$ cat src/rtl/sysreg_pkg.sv
package sysreg_pkg;

  localparam int STORE_BYTES = 44;
  localparam int STORE_IDX_W = $clog2(STORE_BYTES);
  localparam int GP_LANE_W   = 2;

  typedef enum logic [2:0] {
    RD_ZERO,
    RD_REV,
    RD_STAT,
    RD_MASK,
    RD_ROUTE,
    RD_GPDATA,
    RD_GPEN,
    RD_STORE
  } rdSel_e;

  typedef struct packed {
    logic                   wrStat;
    logic                   wrMask;
    logic                   wrRoute;
    logic                   wrGpData;
    logic                   wrGpEn;
    logic                   wrStore;
    logic                   rdEn;
    rdSel_e                 rdSel;
    logic [GP_LANE_W-1:0]   gpLane;
    logic [STORE_IDX_W-1:0] storeIdx;
  } ctrlStrobes_t;

  typedef struct packed {
    logic                   hit;
    logic [STORE_IDX_W-1:0] idx;
  } storeMap_t;

endpackage

$ cat src/rtl/sysreg_decode.sv
module sysreg_decode
  import sysreg_pkg::*;
#(
  parameter int GPIO_BYTES = 3
) (
  input  logic         wrEn,
  input  logic         rdEn,
  input  logic [7:0]   addr,
  output ctrlStrobes_t strb
);

  function automatic storeMap_t mapStore(input logic [7:0] a);
    storeMap_t r;
    int        grp;
    r   = '0;
    grp = -1;
    case (a[7:2])
      6'h19: grp = 0;
      6'h1A: grp = 1;
      6'h1B: grp = 2;
      6'h1C: grp = 3;
      6'h20: grp = 4;
      6'h21: grp = 5;
      6'h22: grp = 6;
      default: grp = -1;
    endcase
    if (a inside {[8'h60:8'h61]}) begin
      r = '{1'b1, STORE_IDX_W'(a - 8'h60)};
    end else if (grp >= 0 && a[1:0] != 2'b11) begin
      r = '{1'b1, STORE_IDX_W'(2 + 3 * grp + int'(a[1:0]))};
    end else if (a inside {[8'h8C:8'h8D]}) begin
      r = '{1'b1, STORE_IDX_W'(23 + int'(a[0]))};
    end else if (a inside {[8'h90:8'h91]}) begin
      r = '{1'b1, STORE_IDX_W'(25 + int'(a[0]))};
    end else if (a inside {[8'h94:8'h95]}) begin
      r = '{1'b1, STORE_IDX_W'(27 + int'(a[0]))};
    end else if (a inside {[8'h98:8'h9B]}) begin
      r = '{1'b1, STORE_IDX_W'(29 + int'(a[1:0]))};
    end else if (a inside {[8'h9C:8'h9F]}) begin
      r = '{1'b1, STORE_IDX_W'(33 + int'(a[1:0]))};
    end else if (a == 8'hA0) begin
      r = '{1'b1, STORE_IDX_W'(37)};
    end else if (a == 8'hA1) begin
      r = '{1'b1, STORE_IDX_W'(38)};
    end else if (a == 8'hE0) begin
      r = '{1'b1, STORE_IDX_W'(39)};
    end else if (a inside {[8'hE4:8'hE5]}) begin
      r = '{1'b1, STORE_IDX_W'(40 + int'(a[0]))};
    end else if (a == 8'hFC) begin
      r = '{1'b1, STORE_IDX_W'(42)};
    end else if (a == 8'hFF) begin
      r = '{1'b1, STORE_IDX_W'(43)};
    end
    return r;
  endfunction

  storeMap_t storeHit;
  logic      gpLaneOk;

  always_comb begin
    storeHit      = mapStore(addr);
    gpLaneOk      = int'(addr[1:0]) < GPIO_BYTES;
    strb          = '0;
    strb.rdEn     = rdEn;
    strb.rdSel    = RD_ZERO;
    strb.gpLane   = addr[1:0];
    strb.storeIdx = storeHit.idx;
    if (addr == 8'h08) begin
      strb.rdSel = RD_REV;
    end else if (addr == 8'h50) begin
      strb.rdSel  = RD_STAT;
      strb.wrStat = wrEn;
    end else if (addr == 8'h52) begin
      strb.rdSel  = RD_MASK;
      strb.wrMask = wrEn;
    end else if (addr == 8'h54) begin
      strb.rdSel   = RD_ROUTE;
      strb.wrRoute = wrEn;
    end else if (addr[7:2] == 6'h1E && gpLaneOk) begin
      strb.rdSel    = RD_GPDATA;
      strb.wrGpData = wrEn;
    end else if (addr[7:2] == 6'h1F && gpLaneOk) begin
      strb.rdSel  = RD_GPEN;
      strb.wrGpEn = wrEn;
    end else if (storeHit.hit) begin
      strb.rdSel   = RD_STORE;
      strb.wrStore = wrEn;
    end
  end

endmodule

$ cat src/rtl/sysreg_datapath.sv
module sysreg_datapath
  import sysreg_pkg::*;
#(
  parameter int NUM_SUB_IRQ = 8,
  parameter int NUM_GPIO    = 16,
  parameter int GPIO_BYTES  = 3,
  parameter int REV_ID      = 3
) (
  input  logic                   clk,
  input  logic                   rst_n,
  input  ctrlStrobes_t           strb,
  input  logic [7:0]             wrData,
  input  logic [NUM_SUB_IRQ-1:0] subIrq,
  output logic [7:0]             rdData,
  output logic [7:0]             statQ,
  output logic [7:0]             maskQ,
  output logic [NUM_GPIO-1:0]    gpioOut,
  output logic [NUM_GPIO-1:0]    gpioChg
);

  logic [NUM_SUB_IRQ-1:0]      subPrevQ;
  logic [7:0]                  routeQ;
  logic [GPIO_BYTES-1:0][7:0]  gpDataQ;
  logic [GPIO_BYTES-1:0][7:0]  gpEnQ;
  logic [NUM_GPIO-1:0]         effLvl;
  logic [NUM_GPIO-1:0]         drvQ;
  logic [NUM_GPIO-1:0]         chgQ;
  logic [7:0]                  storeQ [STORE_BYTES];

  // status bits: line changes take priority over host writes
  always_ff @(posedge clk) begin
    if (!rst_n) subPrevQ <= '0;
    else        subPrevQ <= subIrq;
  end

  for (genvar k = 0; k < 8; k++) begin : g_stat
    if (k < NUM_SUB_IRQ) begin : g_line
      always_ff @(posedge clk) begin
        if (!rst_n)                         statQ[k] <= 1'b0;
        else if (subIrq[k] != subPrevQ[k])  statQ[k] <= subIrq[k];
        else if (strb.wrStat)               statQ[k] <= wrData[k];
      end
    end else begin : g_host
      always_ff @(posedge clk) begin
        if (!rst_n)           statQ[k] <= 1'b0;
        else if (strb.wrStat) statQ[k] <= wrData[k];
      end
    end
  end

  always_ff @(posedge clk) begin
    if (!rst_n) begin
      maskQ  <= '0;
      routeQ <= '0;
    end else begin
      if (strb.wrMask)  maskQ  <= wrData;
      if (strb.wrRoute) routeQ <= wrData;
    end
  end

  // GPIO lanes
  for (genvar g = 0; g < GPIO_BYTES; g++) begin : g_lane
    always_ff @(posedge clk) begin
      if (!rst_n) begin
        gpDataQ[g] <= '0;
        gpEnQ[g]   <= '0;
      end else begin
        if (strb.wrGpData && strb.gpLane == GP_LANE_W'(g)) gpDataQ[g] <= wrData;
        if (strb.wrGpEn   && strb.gpLane == GP_LANE_W'(g)) gpEnQ[g]   <= wrData;
      end
    end
  end

  for (genvar i = 0; i < NUM_GPIO; i++) begin : g_eff
    assign effLvl[i] = gpDataQ[i / 8][i % 8] & gpEnQ[i / 8][i % 8];
  end

  always_ff @(posedge clk) begin
    if (!rst_n) begin
      drvQ <= '0;
      chgQ <= '0;
    end else begin
      drvQ <= effLvl;
      chgQ <= effLvl ^ drvQ;
    end
  end

  assign gpioOut = drvQ;
  assign gpioChg = chgQ;

  // plain storage bytes
  always_ff @(posedge clk) begin
    if (!rst_n) begin
      for (int j = 0; j < STORE_BYTES; j++) storeQ[j] <= '0;
    end else if (strb.wrStore) begin
      storeQ[strb.storeIdx] <= wrData;
    end
  end

  // registered read port
  always_ff @(posedge clk) begin
    if (!rst_n) begin
      rdData <= '0;
    end else if (strb.rdEn) begin
      case (strb.rdSel)
        RD_REV:    rdData <= 8'(REV_ID);
        RD_STAT:   rdData <= statQ;
        RD_MASK:   rdData <= maskQ;
        RD_ROUTE:  rdData <= routeQ;
        RD_GPDATA: rdData <= gpDataQ[strb.gpLane];
        RD_GPEN:   rdData <= gpEnQ[strb.gpLane];
        RD_STORE:  rdData <= storeQ[strb.storeIdx];
        default:   rdData <= '0;
      endcase
    end
  end

endmodule

$ cat src/rtl/sysreg_irq_gpio.sv
module sysreg_irq_gpio
  import sysreg_pkg::*;
#(
  parameter int NUM_SUB_IRQ = 8,
  parameter int NUM_GPIO    = 16,
  parameter int GPIO_BYTES  = 3,
  parameter int REV_ID      = 3
) (
  input  logic                   clk,
  input  logic                   rst_n,
  input  logic                   wrEn,
  input  logic                   rdEn,
  input  logic [7:0]             addr,
  input  logic [7:0]             wrData,
  output logic [7:0]             rdData,
  input  logic [NUM_SUB_IRQ-1:0] subIrq,
  output logic                   hostIrq,
  output logic [NUM_GPIO-1:0]    gpioOut,
  output logic [NUM_GPIO-1:0]    gpioChg
);

  ctrlStrobes_t strb;
  logic [7:0]   statQ;
  logic [7:0]   maskQ;

  sysreg_decode #(.GPIO_BYTES(GPIO_BYTES)) u_decode (
    .wrEn   (wrEn),
    .rdEn   (rdEn),
    .addr   (addr),
    .strb   (strb)
  );

  sysreg_datapath #(
    .NUM_SUB_IRQ(NUM_SUB_IRQ),
    .NUM_GPIO   (NUM_GPIO),
    .GPIO_BYTES (GPIO_BYTES),
    .REV_ID     (REV_ID)
  ) u_dp (
    .clk     (clk),
    .rst_n   (rst_n),
    .strb    (strb),
    .wrData  (wrData),
    .subIrq  (subIrq),
    .rdData  (rdData),
    .statQ   (statQ),
    .maskQ   (maskQ),
    .gpioOut (gpioOut),
    .gpioChg (gpioChg)
  );

  assign hostIrq = |(statQ & maskQ);

endmodule

$ cat config.mk
export PLATFORM = sky130hd
export DESIGN_NAME = sysreg_irq_gpio
export DESIGN_NICKNAME = d
export VERILOG_FILES = /design/src/rtl/sysreg_pkg.sv /design/src/rtl/sysreg_decode.sv /design/src/rtl/sysreg_datapath.sv /design/src/rtl/sysreg_irq_gpio.sv
export SDC_FILE = /design/constraint.sdc
export NUM_CORES = 1
export LEC_CHECK = 0
export BUFFER_PORTS_ARGS = -buffer_cell sky130_fd_sc_hd__buf_2
export CAP_MARGIN = 20
export CORE_ASPECT_RATIO = 1.2
export CORE_MARGIN = 4
export CORE_UTILIZATION = 59
export DETAILED_ROUTE_END_ITERATION = 8
export PLACE_DENSITY = 0.76
export SLEW_MARGIN = 20
export SYNTH_ARGS = -nofsm -noshare
export SYNTH_HDL_FRONTEND = slang
export SYNTH_SLANG_ARGS = --single-unit
$ cat constraint.sdc
create_clock -name clk -period 7.3 [get_ports clk]
set_input_delay 1.46 -clock clk [delete_from_list [all_inputs] [get_ports clk]]
set_output_delay 1.46 -clock clk [all_outputs]
set_load 0.02 [all_outputs]
==> implementation parameters, run 1 <==
Parameter                              Value

Timing
  Setup repair after global routing missed its margin ... no
  Max-Slew Margin vs Limit ... 0.241
  Fin. max-slew vios ... 0
  Actual slew at the worst max-slew pin ... about 1100 ps
  Final setup violation count ... 0
  Final hold violation count ... 0
  Total Neg Setup Slack ... 0 ps
  Post-route clock skew ... between 20 and 25 ps
  Post-Route Hold Slack ... 469 ps
  Period minus WS final ... 6650 ps
  FMAX ... 0.150 GHz
  Post-route fraction of the period consumed by the critical path ... 0.911

Synth
  Synth top area share ... 0.527
  Post-Synth XOR/XNOR Area ... 0.00601
  Post-synthesis cell type count ... 90
  Top flip-flop cell by instance count after synthesis ... sky130_fd_sc_hd__edfxtp_1
  Post-synth EDFFs ... 512
  Post-synthesis cell type with the largest combined area ... sky130_fd_sc_hd__edfxtp_1
  Combined area of all synthesized cells ... 29200 um2
  Synth Instances ... 2497
  Main combinational cell family by area after synthesis ... simple AND/OR/NAND/NOR gates
  Nets in the synthesized netlist ... 2540
  Complex-gate fraction of the synthesized area ... 0.105
  Register area share after synthesis ... 0.609
  Adder-Cell Fraction of Synth Area ... 0.00695
  Post-synthesis area per instance ... about 12 um2
  Asr flop ratio synth ... 0
  Synthesis-stage register bit count ... 632
  Yosys synthesis warning count ... 0
  Fraction of the mapped netlist area in simple logic gates ... 0.189
  Portion of netlist area occupied by mux cells ... 0.0504
  Synth area leaders ... sky130_fd_sc_hd__edfxtp_1 53%, sky130_fd_sc_hd__dfxtp_1 8.2%, sky130_fd_sc_hd__and2_1 8.2%

Power
  Leakage ... between 10 and 15 nW
  Cell Pwr Density ... 248 nW/um2
  Worst IR Drop VDD ... 0.193 mV

Floorplanning
  # rows ... 89
  Die outline width ... 211 um
  Die footprint ... 53100 um2
  Floorplan die height ... 252 um
  Core area ... 49000 um2
  Number of top-level design ports ... 69
  Effective utilization at floorplan ... 0.595

Worst setup path
  Maximum single-stage delay on the critical path ... 620 ps
  Top delay family on crit path ... simple AND/OR/NAND/NOR gates
  Crit-path cells ... buf_2, or4b_4, o2bb2ai_1, nor2_1, or2_2, fa_1, and3_1, fa_1, xor2_1, o21a_1, nand2_2, nand2_1, o22ai_1, a21oi_1, nand3_1, a211oi_1, a31o_2
  Data arrival time of the critical path ... ~7200 ps
  Critical path launch point ... addr[4]
  CP bufs+invs ... 1
  Kind of start point of the critical path ... input port
  Register-to-register setup slack ... about 5000 ps
  Beginning of the worst register-to-register path ... u_dp.gpDataQ[5]
  Kind of critical path ... in2reg
  Crit path capture ... u_dp.rdData[4]
  Critical Path Most Common Cell ... sky130_fd_sc_hd__fa_1
  Path depth of the worst reg2reg path ... 6
  Endpoint of the worst-slack reg-to-reg timing path ... u_dp.rdData[5]
  Endpoint type of the worst setup path ... flip-flop
  Cell at the slowest stage of the critical path ... sky130_fd_sc_hd__nand2_1
  Depth of the critical timing path with buffers and inverters included ... 17
  Data required time of the worst path ... 7890 ps
  Highest net fanout along the worst path ... 22

Cells and area
  Final cell area excluding filler cells ... 32900 um2
  Final net count ... between 2000 and 3000
  Final-layout fill cell count ... 3617
  Sequential cell area ... 17800 um2
  Post-route non-filler standard cell count ... 3302
  Area growth from synthesis to layout ... 12.9%
  Footprint of the multi-input gates ... 10500 um2
  Fraction of layout instances using a drive strength above 1 ... 0.155

Job
  Max-Cap Viols ... 0

GRT
  Congestion Overflow GR ... 0
  Maximum number of pins on one net before global-route repair ... between 90 and 100
  First-pass GRT wire length ... 136000 um
  Overall Global Routing Usage ... 0.343
  Vias in the first global route ... approximately 21000
  Number of antenna violations at the first check in global routing ... 3

Min path
  Kind of path behind the tightest hold check ... reg2reg
  Worst Hold Launch ... u_dp.gpEnQ[23]

Detailed routing
  Router iterations before antenna repair ... 6
  Routed wire per std cell ... 27.9 um
  Post-route ant nets ... 0
  Final wirelength ... 92200 um
  DR iter-0 viols ... 3094
  DRC viols ... 0
  Routed via count ... 21960
  Post-detailed-route via-to-cell ratio ... 6.65

Clock network
  Hold buffers post-CTS ... 0
  H-tree depth reported by CTS ... 2
  Maximum clock path buffer count ... 3
  Worst-Skew Late Latency ... 640 ps
  Number of buffers inserted to repair setup after CTS ... 0
  Number of gates given a new drive strength after cts ... 0
  Clock Sinks ... 632
  Clock transition at the register clock pins on the worst setup and hold paths after CTS ... approximately 60 ps
  CTS Root Cell ... sky130_fd_sc_hd__clkbuf_16
  CTS tree ... yes
  TritonCTS buffer count ... 61

Placed design
  GPL Wtd Cong ... between 1 and 1.5
  Post-placement cell area ... between 30000 and 40000 um2
  Detail Placement HPWL ... 61700 um
  Count of buffers inserted at the top-level ports ... 68
  Placed Cells ... 3188

Status
  Run status ... finished clean
layout by cell type (no fill, tap or decap), types with 19 or more instances in the layout:
master / instances
sky130_fd_sc_hd__dfxtp_1: 120
sky130_fd_sc_hd__xnor2_1: 19
sky130_fd_sc_hd__nor2b_1: 24
sky130_fd_sc_hd__and3_1: 40
sky130_fd_sc_hd__nand2_1: 272
sky130_fd_sc_hd__o211ai_1: 19
sky130_fd_sc_hd__nand3_1: 135
sky130_fd_sc_hd__and2_1: 381
sky130_fd_sc_hd__o221ai_1: 24
sky130_fd_sc_hd__buf_2: 67
sky130_fd_sc_hd__a21oi_1: 32
sky130_fd_sc_hd__mux2_2: 28
sky130_fd_sc_hd__clkbuf_16: 64
sky130_fd_sc_hd__o22ai_1: 39
sky130_fd_sc_hd__a21boi_0: 52
sky130_fd_sc_hd__nor2_1: 139
sky130_fd_sc_hd__o21ai_0: 91
sky130_fd_sc_hd__mux2i_1: 75
sky130_fd_sc_hd__edfxtp_1: 512
sky130_fd_sc_hd__a31oi_1: 27
sky130_fd_sc_hd__buf_4: 174
cell type report:
| class | instances | share of cell area |
|---|---|---|
| repair buffers | 247 | 0.0535 |
| diodes | 2 | 0.000152 |
| well taps | 637 | 0.0242 |
| clock buffers | 79 | 0.0520 |
| flip-flops and latches | 632 | 0.540 |
| inverters | 18 | 0.00205 |
| multi-input cells | 1654 | 0.318 |
| clock inverters | 33 | 0.0106 |
power breakdown:
part / total [mW] / leakage (nW) / internal (mW) / switching [mW]
logic: 0.866 / 4.95 / 0.274 / 0.593
clock network: 3.25 / 1.01 / 1.87 / 1.38
registers: 4.05 / 5.75 / 4.00 / 0.0537
worst reg2reg max path, cell delays in order, from the launching register on:
cell	delay (ps)
sky130_fd_sc_hd__dfxtp_1	360
sky130_fd_sc_hd__mux2i_1	200
sky130_fd_sc_hd__o21ai_0	130
sky130_fd_sc_hd__a222oi_1	330
sky130_fd_sc_hd__o21ai_0	200
sky130_fd_sc_hd__a221oi_1	800
sky130_fd_sc_hd__a21oi_1	150
logic make-up after synthesis:
kind of cell | Yosys count
AOI/OAI and AO/OA | 432
DFF | 632
adders and majority gates | 15
xor gates and xnor gates | 20
buffers and inverters | 211
and+or+nand+nor | 1064
muxes | 123
how the worst min path moves through the flow:
stage / end / slack [ps] / depth (start not counted)
2_1_floorplan: u_dp.gpDataQ[22] / 440 / 2
3_3_place_gp: u_dp.gpEnQ[20] / 450 / 2
4_1_cts: u_dp.gpEnQ[23] / 470 / 2
5_1_grt: u_dp.gpEnQ[23] / 500 / 2
3_5_place_dp: u_dp.gpEnQ[23] / 460 / 2
6_report: u_dp.gpEnQ[23] / 470 / 2
flip-flops by register name, summed over array words and instances, names as in the netlist:
register / flops
u_dp.subPrevQ: 8
u_dp.routeQ: 8
u_dp.storeQ: 512
u_dp.gpioOut: 16
u_dp.statQ: 8
u_dp.rdData: 8
u_dp.maskQ: 8
u_dp.gpDataQ: 24
u_dp.gpEnQ: 24
u_dp.gpioChg: 16
layer usage:
metal	global-route usage	vias to the layer above	wire, um
met2	0.536	1630	42500
li1	-	9350	-
met1	0.447	10615	32400
met3	0.0709	363	10600
met4	0.199	2	6580
met5	0	-	13
cell usage after synthesis (27+ instances only):
master                       n
sky130_fd_sc_hd__and2_1    381
sky130_fd_sc_hd__nand3_1   135
sky130_fd_sc_hd__mux2_2     28
sky130_fd_sc_hd__nor2_1    140
sky130_fd_sc_hd__a21boi_0   52
sky130_fd_sc_hd__and3_1     40
sky130_fd_sc_hd__o22ai_1    39
sky130_fd_sc_hd__clkbuf_1  119
sky130_fd_sc_hd__nand2_1   273
sky130_fd_sc_hd__edfxtp_1  512
sky130_fd_sc_hd__buf_2      40
sky130_fd_sc_hd__a31oi_1    27
sky130_fd_sc_hd__mux2i_1    75
sky130_fd_sc_hd__o21ai_0    91
sky130_fd_sc_hd__a21oi_1    33
sky130_fd_sc_hd__dfxtp_1   120
metrics by stage:
stage / utilization / setup WS (ps) / power (mW)
detailed placement: 0.630 / 266 / 4.95
global placement: 0.630 / 389 / 4.94
finish: 0.672 / 653 / 8.17
global route: 0.672 / 552 / 8.37
CTS: 0.672 / 915 / 8.15
floorplan: - / 1000 / 4.57
(Power assumes the default switching activity.)
==> run 2: changes to the inputs <==
--- a/config.mk
+++ b/config.mk
@@ -5,6 +5,7 @@
 export SDC_FILE = /design/constraint.sdc
 export NUM_CORES = 1
 export LEC_CHECK = 0
+export ABC_AREA = 1
 export BUFFER_PORTS_ARGS = -buffer_cell sky130_fd_sc_hd__buf_2
 export CAP_MARGIN = 20
 export CORE_ASPECT_RATIO = 1.2
==> implementation parameters, run 2 <==
Parameter                              Value

Status
  Run status ... finished clean

Detailed routing
  DRC viols ... 0 (unchanged)
  Post-detailed-route via-to-cell ratio ... 5.89 (-11%)
  Routed via count ... 21477 (-2.2%)
  Post-route ant nets ... 0 (unchanged)
  Final wirelength ... 81800 um (-11%)
  DR iter-0 viols ... 2719 (-12%)
  Router iterations before antenna repair ... 6 (unchanged)
  Routed wire per std cell ... 22.4 um (-20%)

Synth
  Asr flop ratio synth ... 0 (unchanged)
  Synth Instances ... 2938 (+18%)
  Yosys synthesis warning count ... 0 (unchanged)
  Post-synthesis area per instance ... 9.54 um2 (-18%)
  Synth area leaders ... sky130_fd_sc_hd__edfxtp_1 55%, sky130_fd_sc_hd__nor2_1 9.3%, sky130_fd_sc_hd__dfxtp_1 8.6%
  Post-synthesis cell type with the largest combined area ... sky130_fd_sc_hd__edfxtp_1
  Commonest cells in the netlist ... 691 x sky130_fd_sc_hd__nor2_1, 512 x sky130_fd_sc_hd__edfxtp_1, 484 x sky130_fd_sc_hd__nand2_1
  Combined area of all synthesized cells ... 28000 um2 (-4.0%)
  Most common cell in the synthesized netlist ... sky130_fd_sc_hd__nor2_1
  Post-synth EDFFs ... 512 (unchanged)
  Nets in the synthesized netlist ... 2981 (+17%)
  Post-synthesis cell type count ... 45 (-50%)
  Top flip-flop cell by instance count after synthesis ... sky130_fd_sc_hd__edfxtp_1
  Synthesis-stage register bit count ... 632 (unchanged)
  Register area share after synthesis ... 0.635 (+0.0251)
  Synth top area share ... 0.549 (+0.0217)

Clock network
  CTS tree ... yes
  Clock transition at the register clock pins on the worst setup and hold paths after CTS ... 70 ps (about the same)
  H-tree depth reported by CTS ... 2 (unchanged)
  Worst-Skew Late Latency ... 640 ps (about the same)
  TritonCTS buffer count ... 57 (-6.6%)
  Clock Sinks ... 632 (unchanged)
  Hold buffers post-CTS ... 0 (unchanged)
  Number of buffers inserted to repair setup after CTS ... 0 (unchanged)
  Number of gates given a new drive strength after cts ... 0 (unchanged)
  Maximum clock path buffer count ... 3 (unchanged)
  CTS Root Cell ... sky130_fd_sc_hd__clkbuf_16

Timing
  Post-route clock skew ... 24.5 ps (+3.17 ps)
  Total Neg Setup Slack ... 0 ps (unchanged)
  Period minus WS final ... 5880 ps (-764 ps)
  Final setup violation count ... 0 (unchanged)
  Worst setup margin ... 1420 ps (+764 ps)
  FMAX ... 0.170 GHz (+13%)
  Post-route fraction of the period consumed by the critical path ... 0.806 (-0.105)
  Max-Slew Margin vs Limit ... 0.342 (+0.101)
  Actual slew at the worst max-slew pin ... 983 ps (-155 ps)
  Setup repair after global routing missed its margin ... no
  Fin. max-slew vios ... 0 (unchanged)
  Final hold violation count ... 0 (unchanged)

Cells and area
  Footprint of the multi-input gates ... 8470 um2 (-19%)
  Sequential cell area ... 17800 um2 (unchanged)
  Final core utilization ... 0.655 (-0.0173)
  Post-route non-filler standard cell count ... 3645 (+10%)
  Final-layout fill cell count ... 3743 (+3.5%)
  Diodes inserted ... 0 (-2)
  Largest regs ... u_dp.storeQ x512, u_dp.gpDataQ x24, u_dp.gpEnQ x24
  Register name with the most flops ... u_dp.storeQ
  Fraction of layout instances using a drive strength above 1 ... 0.0917 (-0.0638)
  Most used cells in the layout excluding fill and tap cells ... 690 x sky130_fd_sc_hd__nor2_1, 512 x sky130_fd_sc_hd__edfxtp_1, 484 x sky130_fd_sc_hd__nand2_1
  Final net count ... 3019 (+14%)
  Most frequent standard cell in the layout excluding fill and tap cells ... sky130_fd_sc_hd__nor2_1
  Largest register FFs ... 512 (unchanged)
  Area growth from synthesis to layout ... 9.93%

GRT
  Maximum number of pins on one net before global-route repair ... 68 (-30%)
  Overall Global Routing Usage ... 0.323 (-0.0192)
  First-pass GRT wire length ... 124000 um (-8.8%)
  Vias in the first global route ... 21144 (-1.4%)
  Number of antenna violations at the first check in global routing ... 1 (-2)
  Congestion Overflow GR ... 0 (unchanged)

Worst setup path
  Highest net fanout along the worst path ... 31 (+41%)
  Kind of critical path ... in2reg
  Maximum single-stage delay on the critical path ... 480 ps (-140 ps)
  Kind of start point of the critical path ... input port
  Data arrival time of the critical path ... 6360 ps (-870 ps)
  Data required time of the worst path ... 7780 ps (-110 ps)
  Cell at the slowest stage of the critical path ... sky130_fd_sc_hd__fa_1
  Critical Path Most Common Cell ... sky130_fd_sc_hd__nand2_1
  Endpoint type of the worst setup path ... flip-flop

Placed design
  Placed Cells ... 3540 (+11%)
  Count of buffers inserted at the top-level ports ... 68 (unchanged)
  GPL Wtd Cong ... 0.951 (-8.3%)
  Pre-CTS setup slack ... 903 ps (+637 ps)
  Detail Placement HPWL ... 53100 um (-14%)

Floorplanning
  Die footprint ... 51000 um2 (-3.8%)
  Effective utilization at floorplan ... 0.596 (about the same)
  Number of top-level design ports ... 69 (unchanged)
  Die outline width ... 207 um (-1.9%)
  Floorplan die height ... 247 um (-1.9%)
  # rows ... 87 (-2.2%)
  Core area ... 47000 um2 (-4.0%)

Power
  Worst IR Drop VDD ... 0.218 mV (+13%)
  Cell Pwr Density ... 258 nW/um2 (+4.1%)
  Leakage ... 12.2 nW (+4.2%)

Job
  Max-Cap Viols ... 0 (unchanged)

Min path
  Kind of path behind the tightest hold check ... reg2reg
[run 2: worst paths after layout]
kind | startpoint | endpoint | slack (ps) | depth (start not counted)
min reg2reg | u_dp.subPrevQ[2] | u_dp.statQ[2] | 450 | 1
max reg2reg | u_dp.gpEnQ[1] | u_dp.rdData[1] | 5300 | 9
min | u_dp.subPrevQ[2] | u_dp.statQ[2] | 450 | 1
max | addr[7] | u_dp.rdData[4] | 1420 | 25
[run 2: cell families after synthesis]
family | count (synthesis) | synth area share
AND/OR/NAND/NOR | 1402 | 0.207
flip-flops | 632 | 0.635
buffers and inverters | 443 | 0.0635
AO/OA/AOI/OAI | 427 | 0.0814
XOR/XNOR | 19 | 0.00594
adder cells (fa/ha/maj) | 15 | 0.00724
[run 2: final cells by class]
cell class	count	area share
inverter	307	0.0374
clock buffer	77	0.0524
tap	623	0.0253
multi-input combinational	1863	0.275
timing repair buffer	115	0.0225
sequential	632	0.577
clock inverter	28	0.0102
[run 2: worst max-delay path, delay by kind of cell]
family          cells  cell delay, ps
compound gates      4             580
xor+xnor            1             160
fa+ha+maj           2             920
buf+inv             5            1080
simple gates       13            2110
[run 2: metal layers]
metal,vias to the layer above,part of all wire,track usage
li1,9738,-,-
met3,285,0.11,0.0765
met2,1348,0.47,0.519
met1,10104,0.35,0.411
met4,2,0.064,0.170
met5,-,0.00016,0
[run 2: through the flow]
step,hold slack (ps),area [um2],total power [mW]
2_1_floorplan,414,28000,4.58
3_3_place_gp,420,28900,4.87
3_5_place_dp,436,28900,4.89
4_1_cts,447,30800,7.93
5_1_grt,458,30800,8.18
6_report,451,30800,7.95
[run 2: power breakdown]
group          switching (mW)  total (mW)  internal, mW  leakage, nW
clock                    1.34        3.11          1.76        0.956
combinational           0.600       0.790         0.190         5.49
sequential             0.0449        4.05          4.00         5.75
total                    1.99        7.95          5.96         12.2
